File: config.mk
export PLATFORM = sky130hd
export DESIGN_NAME = eep_i2c_slave
export DESIGN_NICKNAME = d
export VERILOG_FILES = /design/src/rtl/eep_pkg.sv /design/src/rtl/eep_bus_sync.sv /design/src/rtl/eep_page_buf.sv /design/src/rtl/eep_array.sv /design/src/rtl/eep_i2c_slave.sv
export SDC_FILE = /design/constraint.sdc
export NUM_CORES = 2
export LEC_CHECK = 0
export CORE_AREA = 8 8 438 440
export DETAILED_ROUTE_END_ITERATION = 6
export DIE_AREA = 0 0 446 448
export DONT_BUFFER_PORTS = 1
export HOLD_SLACK_MARGIN = 0.15
export PLACE_DENSITY = 0.75
export SYNTH_ARGS = -nofsm -noshare
export SYNTH_HDL_FRONTEND = slang
export SYNTH_SLANG_ARGS = --single-unit
export TNS_END_PERCENT = 20
File: constraint.sdc
create_clock -name clk_i -period 5.13 [get_ports clk_i]
set_input_delay 1.026 -clock clk_i [delete_from_list [all_inputs] [get_ports clk_i]]
set_output_delay 1.026 -clock clk_i [all_outputs]
set_load 0.02 [all_outputs]
File: src/rtl/eep_pkg.sv
package eep_pkg;
  typedef enum logic [2:0] {
    ST_IDLE,
    ST_DEV,
    ST_ADDR,
    ST_WDATA,
    ST_RDATA
  } eep_state_e;

  localparam logic [3:0] DEV_CODE = 4'b1010;
endpackage

File: src/rtl/eep_bus_sync.sv
module eep_bus_sync #(
  parameter int STAGES = 2
) (
  input  logic clk_i,
  input  logic rst_ni,
  input  logic scl_i,
  input  logic sda_i,
  output logic scl_o,
  output logic sda_o,
  output logic scl_rise_o,
  output logic scl_fall_o,
  output logic start_o,
  output logic stop_o
);
  logic [STAGES-1:0] scl_sr, sda_sr;
  logic scl_q, sda_q;

  always_ff @(posedge clk_i or negedge rst_ni) begin
    if (!rst_ni) begin
      scl_sr <= '1;
      sda_sr <= '1;
      scl_q  <= 1'b1;
      sda_q  <= 1'b1;
    end else begin
      scl_sr <= {scl_sr[STAGES-2:0], scl_i};
      sda_sr <= {sda_sr[STAGES-2:0], sda_i};
      scl_q  <= scl_sr[STAGES-1];
      sda_q  <= sda_sr[STAGES-1];
    end
  end

  assign scl_o      = scl_sr[STAGES-1];
  assign sda_o      = sda_sr[STAGES-1];
  assign scl_rise_o = scl_o & ~scl_q;
  assign scl_fall_o = ~scl_o & scl_q;
  // SDA edges while SCL stays high
  assign start_o    = scl_o & scl_q & sda_q & ~sda_o;
  assign stop_o     = scl_o & scl_q & ~sda_q & sda_o;
endmodule

File: src/rtl/eep_page_buf.sv
module eep_page_buf #(
  parameter int PAGE_W = 3,
  parameter int DATA_W = 8,
  localparam int PAGE_BYTES = 1 << PAGE_W
) (
  input  logic                         clk_i,
  input  logic                         rst_ni,
  input  logic                         clr_i,
  input  logic                         wr_i,
  input  logic [PAGE_W-1:0]            off_i,
  input  logic [DATA_W-1:0]            data_i,
  output logic [PAGE_BYTES*DATA_W-1:0] data_o,
  output logic [PAGE_BYTES-1:0]        mask_o
);
  always_ff @(posedge clk_i or negedge rst_ni) begin
    if (!rst_ni) begin
      data_o <= '0;
      mask_o <= '0;
    end else if (clr_i) begin
      mask_o <= '0;
    end else if (wr_i) begin
      for (int l = 0; l < PAGE_BYTES; l++) begin
        if (off_i == PAGE_W'(l)) begin
          data_o[l*DATA_W +: DATA_W] <= data_i;
          mask_o[l]                  <= 1'b1;
        end
      end
    end
  end
endmodule

File: src/rtl/eep_array.sv
module eep_array #(
  parameter int ADDR_W = 8,
  parameter int PAGE_W = 3,
  parameter int DATA_W = 8,
  localparam int DEPTH      = 1 << ADDR_W,
  localparam int PAGE_BYTES = 1 << PAGE_W,
  localparam int PAGE_AW    = ADDR_W - PAGE_W
) (
  input  logic                         clk_i,
  input  logic                         rst_ni,
  input  logic                         we_i,
  input  logic                         wp_i,
  input  logic [PAGE_AW-1:0]           page_i,
  input  logic [PAGE_BYTES-1:0]        mask_i,
  input  logic [PAGE_BYTES*DATA_W-1:0] data_i,
  input  logic [ADDR_W-1:0]            raddr_i,
  output logic [DATA_W-1:0]            rdata_o
);
  logic [DATA_W-1:0] mem [DEPTH];
  logic              locked;

  // upper half frozen while protected
  assign locked = wp_i & page_i[PAGE_AW-1];

  always_ff @(posedge clk_i or negedge rst_ni) begin
    if (!rst_ni) begin
      for (int i = 0; i < DEPTH; i++) mem[i] <= '0;
    end else if (we_i && !locked) begin
      for (int l = 0; l < PAGE_BYTES; l++)
        if (mask_i[l]) mem[{page_i, PAGE_W'(l)}] <= data_i[l*DATA_W +: DATA_W];
    end
  end

  assign rdata_o = mem[raddr_i];

  for (genvar l = 0; l < PAGE_BYTES; l++) begin : g_chk
    a_r7_upper_page_frozen: assert property (@(posedge clk_i) disable iff (!rst_ni)
      wp_i |=> $stable(mem[DEPTH-PAGE_BYTES+l]));
  end
endmodule

File: src/rtl/eep_i2c_slave.sv
module eep_i2c_slave
  import eep_pkg::*;
#(
  parameter int BUSY_CYCLES = 1000,
  parameter int SYNC_STAGES = 2,
  parameter int ADDR_W      = 8,
  parameter int PAGE_W      = 3,
  localparam int PAGE_BYTES = 1 << PAGE_W,
  localparam int PAGE_AW    = ADDR_W - PAGE_W,
  localparam int BUSY_W     = $clog2(BUSY_CYCLES + 1)
) (
  input  logic       clk_i,
  input  logic       rst_ni,
  input  logic       scl_i,
  input  logic       sda_i,
  input  logic [2:0] dev_addr_i,
  input  logic       wp_i,
  output logic       sda_oe_o
);
  logic scl_s, sda_s, scl_rise, scl_fall, start, stop;

  eep_bus_sync #(.STAGES(SYNC_STAGES)) i_sync (
    .clk_i, .rst_ni, .scl_i, .sda_i,
    .scl_o(scl_s), .sda_o(sda_s), .scl_rise_o(scl_rise), .scl_fall_o(scl_fall),
    .start_o(start), .stop_o(stop)
  );

  eep_state_e          state;
  logic [3:0]          bit_cnt;
  logic [7:0]          shreg;
  logic [ADDR_W-1:0]   ptr;
  logic                oe, master_ack;
  logic [BUSY_W-1:0]   busy_cnt;
  logic                busy, sel_match, commit, buf_wr;
  logic [PAGE_BYTES*8-1:0] buf_data;
  logic [PAGE_BYTES-1:0]   buf_mask;
  logic [7:0]          rdata;

  assign busy      = busy_cnt != '0;
  assign sel_match = shreg[7:4] == DEV_CODE && shreg[3:1] == dev_addr_i && !busy;
  assign commit    = stop && state == ST_WDATA && |buf_mask;
  assign buf_wr    = scl_fall && bit_cnt == 4'd8 && state == ST_WDATA;

  eep_page_buf #(.PAGE_W(PAGE_W), .DATA_W(8)) i_buf (
    .clk_i, .rst_ni, .clr_i(start | commit), .wr_i(buf_wr),
    .off_i(ptr[PAGE_W-1:0]), .data_i(shreg), .data_o(buf_data), .mask_o(buf_mask)
  );

  eep_array #(.ADDR_W(ADDR_W), .PAGE_W(PAGE_W), .DATA_W(8)) i_array (
    .clk_i, .rst_ni, .we_i(commit), .wp_i, .page_i(ptr[ADDR_W-1:PAGE_W]),
    .mask_i(buf_mask), .data_i(buf_data), .raddr_i(ptr), .rdata_o(rdata)
  );

  // internal write time
  always_ff @(posedge clk_i or negedge rst_ni) begin
    if (!rst_ni)     busy_cnt <= '0;
    else if (commit) busy_cnt <= BUSY_W'(BUSY_CYCLES);
    else if (busy)   busy_cnt <= busy_cnt - 1'b1;
  end

  always_ff @(posedge clk_i or negedge rst_ni) begin
    if (!rst_ni) begin
      state      <= ST_IDLE;
      bit_cnt    <= '0;
      shreg      <= '0;
      ptr        <= '0;
      oe         <= 1'b0;
      master_ack <= 1'b0;
    end else if (start) begin
      state   <= ST_DEV;
      bit_cnt <= '0;
      oe      <= 1'b0;
    end else if (stop) begin
      state   <= ST_IDLE;
      bit_cnt <= '0;
      oe      <= 1'b0;
    end else begin
      unique case (state)
        ST_IDLE: ;
        ST_DEV, ST_ADDR, ST_WDATA: begin
          if (scl_rise && bit_cnt < 4'd8) begin
            shreg   <= {shreg[6:0], sda_s};
            bit_cnt <= bit_cnt + 1'b1;
          end else if (scl_fall && bit_cnt == 4'd8) begin
            bit_cnt <= 4'd9;
            if (state != ST_DEV || sel_match) oe <= 1'b1;
            else state <= ST_IDLE;
            if (state == ST_ADDR) ptr <= shreg;
            if (state == ST_WDATA) ptr[PAGE_W-1:0] <= ptr[PAGE_W-1:0] + PAGE_W'(1);
          end else if (scl_fall && bit_cnt == 4'd9) begin
            bit_cnt <= '0;
            oe      <= 1'b0;
            if (state == ST_DEV && shreg[0]) begin
              state <= ST_RDATA;
              shreg <= rdata;
              oe    <= ~rdata[7];
            end else if (state == ST_DEV) begin
              state <= ST_ADDR;
            end else begin
              state <= ST_WDATA;
            end
          end
        end
        ST_RDATA: begin
          if (scl_rise && bit_cnt < 4'd8) begin
            bit_cnt <= bit_cnt + 1'b1;
          end else if (scl_rise && bit_cnt == 4'd8) begin
            bit_cnt    <= 4'd9;
            master_ack <= ~sda_s;
            if (!sda_s) ptr <= ptr + 1'b1;
          end else if (scl_fall && bit_cnt != 4'd0 && bit_cnt < 4'd8) begin
            shreg <= {shreg[6:0], 1'b0};
            oe    <= ~shreg[6];
          end else if (scl_fall && bit_cnt == 4'd8) begin
            oe <= 1'b0;
          end else if (scl_fall && bit_cnt == 4'd9) begin
            bit_cnt <= '0;
            if (master_ack) begin
              shreg <= rdata;
              oe    <= ~rdata[7];
            end else begin
              state <= ST_IDLE;
            end
          end
        end
        default: state <= ST_IDLE;
      endcase
    end
  end

  assign sda_oe_o = oe;

  a_r2_oe_moves_with_scl_low: assert property (@(posedge clk_i) disable iff (!rst_ni)
    !$stable(oe) |-> !$past(scl_s) || $past(start || stop));
  a_r8_no_ack_while_busy: assert property (@(posedge clk_i) disable iff (!rst_ni)
    (busy && state == ST_DEV) |-> !oe);
  a_r5_ptr_stays_in_page: assert property (@(posedge clk_i) disable iff (!rst_ni)
    (state == ST_WDATA && $past(state) == ST_WDATA)
      |-> ptr[ADDR_W-1:PAGE_W] == $past(ptr[ADDR_W-1:PAGE_W]));
  a_r11_idle_released: assert property (@(posedge clk_i) disable iff (!rst_ni)
    state == ST_IDLE |-> !oe);
endmodule

==> flow_summary.toml <==
[status]
outcome = "complete, but fails checks"
violations = "capacitance limit, slew limit"

[cts]
insertion_delay_ns = 0.89
cts.htree.levels = 4
cts_buffers = 216
cts.sinks = 2161
cts_root_buf = "clkbuf_16"
cts_tree = "yes"
cts_setup_buffers = 0
clockBufferDepth = 3
clkTransAtPathRegs_ns = 0.06

[power]
clkPwrFrac_pct = 38.4
fin_total_pwr_mw = 42.8
pwr_density_cell_nw_per_um2 = 354
p_int_mw = 29.1
sw_frac_of_total_pct = 32.0
p_comb_share_pct = 20.3
p_leak_nw = 60.0
p_sw_mw = 13.7
ir_drop_v = 0.000347
seqPwrFrac_pct = 41.3

[min_path]
hold_path.class = "input port to asynchronous set/reset pin"

[route]
drt-pass1-iter-count = 6
drt_iter0_markers = 8144
drc = 0
antenna_left = 0
drt_wl_total_mm = 367
wl_per_cell_um = 39.5
drt-vias-per-instance = 7.00
vias = 65100

[floorplanning]
die-area_um2 = 200000
pin_count = 9
fp-row-count = 158
die_y_um = 448
die_x_um = 446
core-area_um2 = 185000
start_util_pct = 59.8

[place]
io_buffers = 0
place_inst = 8862
place.gp.congestion = 0.940
dp_hpwl_mm = 209
post-place-ws_ns = -0.202

[global_route]
grt_first_pass_wirelength_mm = 523
met2_usage_pct = 52.7
grt.busiest_layer = "met2"
grt.overflow.total = 0
grt_max_degree = 258
met3_usage_pct = 10.7
use_met1_pct = 49.1
antenna_found_initial = 20
grt_pass1_vias = 67000
grt_usage_pct = 36.4

[worst_setup_path]
worst_ep_arrival_time_ns = 5.83
reg2reg_to = "sda_oe_o$_DFFE_PN0P_"
reg2regPathDepth = 9
worstSetupPathType = "register to register"
reg2reg_from = "ptr[1]$_DFFE_PN0P_"
ff2ff_setup_slack_ns = 0.12
cp-start-kind = "register"
timing.critical_path.fanout_max = 34
worst_setup_path_end_kind = "register"
cp.required_ns = 5.95

[synth]
synthCells = 6628
synth_top_area_cell = "dfrtp_1"
synthTopCellsByArea = "dfrtp_1 49%, mux2_4 26%, mux4_2 6.7%"
yosysWarnings = 0
yosysSeqAreaShare_pct = 49.0
synth_top_area_share_pct = 48.9
ys_ff_latch = 2161
synth_nets = 6647
synth_cell_types = 79
synth_edf_count = 0
ys_async_sr_fraction_pct = 100
synth_area_um2 = 110000
avgSynthCellArea_um2 = 16.6
ys.flop_type = "dfrtp_1"

[layout]
nets = 6627
layout_common_cells = "2088 x dfrtp_1, 1920 x mux2_4, 456 x mux2i_1"
layout.cells.most_common = "dfrtp_1"
syn2layout_area_growth_pct = 9.60
drive_above_1_share_pct = 50.1
fin_cells = 9291

[timing]
fin_skew_ns = 0.0440
timing.final.ws_setup_ns = 0.124
fin_crit_sh_pct = 97.6
finalMaxSlewViolations = 1
rsz0062_at_grt = "false"
setup_viol = 0
hold_slack_ns = 0.168
tightest_slew_ns = 1.49
relSlewSlack_pct = -0.303
fmax_mhz = 200
period_needed_ns = 5.01
hold_viol = 0

[job]
drv_cap = 1
-- area by class of cell --
type | count | area [um^2]
multi-input combinational | 4002 | 53800
inverter | 10 | 40.0
tap | 2480 | 3100
clock inverter | 67 | 657
timing repair buffer | 217 | 2370
antenna | 18 | 45.0
sequential | 2161 | 54300
clock buffer | 336 | 6650
fill | 12600 | 63700
-- stage by stage --
stage               cell area [um^2]  setup TNS, ns  util, %
floorplan                     110000              0        -
CTS                           121000              0     65.4
detailed placement            113000         -29.75     61.4
finish                        121000              0     65.5
global placement              113000        -172.06     61.4
global route                  121000              0     65.5
-- synth_stat cells (11+ instances only) --
cell / count
a221oi_1: 85
nand2_8: 240
nand4_1: 13
o31ai_1: 12
nor2_1: 52
ha_1: 11
mux4_2: 326
clkbuf_1: 269
dfrtp_1: 2155
o22ai_1: 39
buf_2: 88
mux2i_1: 456
nand3_1: 30
mux2_4: 1920
a31oi_1: 16
a21oi_1: 46
nor2b_1: 12
o221ai_1: 11
nor2_8: 30
buf_1: 17
buf_4: 47
mux2_2: 205
a22o_1: 17
a22oi_1: 119
buf_12: 24
o21ai_0: 68
nand2_1: 138
-- how the worst max path moves through the flow --
stage,startpoint,endpoint,cells after the start
floorplan,ptr[0]$_DFFE_PN0P_,shreg[5]$_DFFE_PN0P_,9
global placement,rst_ni,i_array.mem[1335]$_DFFE_PN0P_,4
detailed placement,rst_ni,i_array.mem[1335]$_DFFE_PN0P_,5
CTS,ptr[0]$_DFFE_PN0P_,sda_oe_o$_DFFE_PN0P_,9
global route,rst_ni,i_array.mem[1324]$_DFFE_PN0P_,6
finish,ptr[1]$_DFFE_PN0P_,sda_oe_o$_DFFE_PN0P_,9
-- per-layer routing --
metal	wire, um	vias to the layer above
met5	90	-
met4	26600	14
met3	41100	1270
met2	159000	4309
met1	141000	34900
li1	-	24600
-- worst max-delay path, cell delays in order (launching register included) --
cell,delay [ns]
dfrtp_4,1.06
buf_12,0.34
buf_4,0.27
mux4_2,0.38
o21ai_0,0.49
a31oi_1,0.37
nor4_1,1.30
buf_4,0.26
and3_1,0.26
a31o_1,0.16
-- power groups by stage --
stage	clock network (mW)	logic (mW)	registers, mW
3_3_place_gp	0	8.27	18.0
6_report	16.4	8.71	17.7
4_1_cts	16.4	8.39	17.6
2_1_floorplan	0	5.12	17.6
5_1_grt	17.1	8.79	17.7
3_5_place_dp	0	8.33	18.0
-- sequential cells by signal, summed over array words and instances (netlist names) --
name / cells
i_array.mem: 2048
i_sync.sda_sr: 2
sda_oe_o: 1
master_ack: 1
bit_cnt: 4
busy_cnt: 10
ptr: 8
i_buf.mask_o: 8
shreg: 8
i_sync.sda_q: 1
i_sync.scl_sr: 2
state: 3
i_buf.data_o: 64
i_sync.scl_q: 1
-- repair_timing --
action / in CTS / in global routing
hold buffers: 4 / 2
gates resized for setup: 0 / 0
endpoints found under the hold margin: 131 / 155
-- kinds of logic (layout without fill, tap and decap cells) --
logic type,after synthesis,count (layout),share of synthesized area (%)
AO/OA/AOI/OAI,479,479,3.13
XOR/XNOR,11,11,0.0873
adder cells (fa/ha/maj),11,11,0.125
buffers and inverters,465,630,2.29
flip-flops,2161,2161,49.0
multiplexers,2907,2907,39.0
other,0,18,0
AND/OR/NAND/NOR,594,594,6.33
No activity file was read; power rests on OpenSTA's default activity.
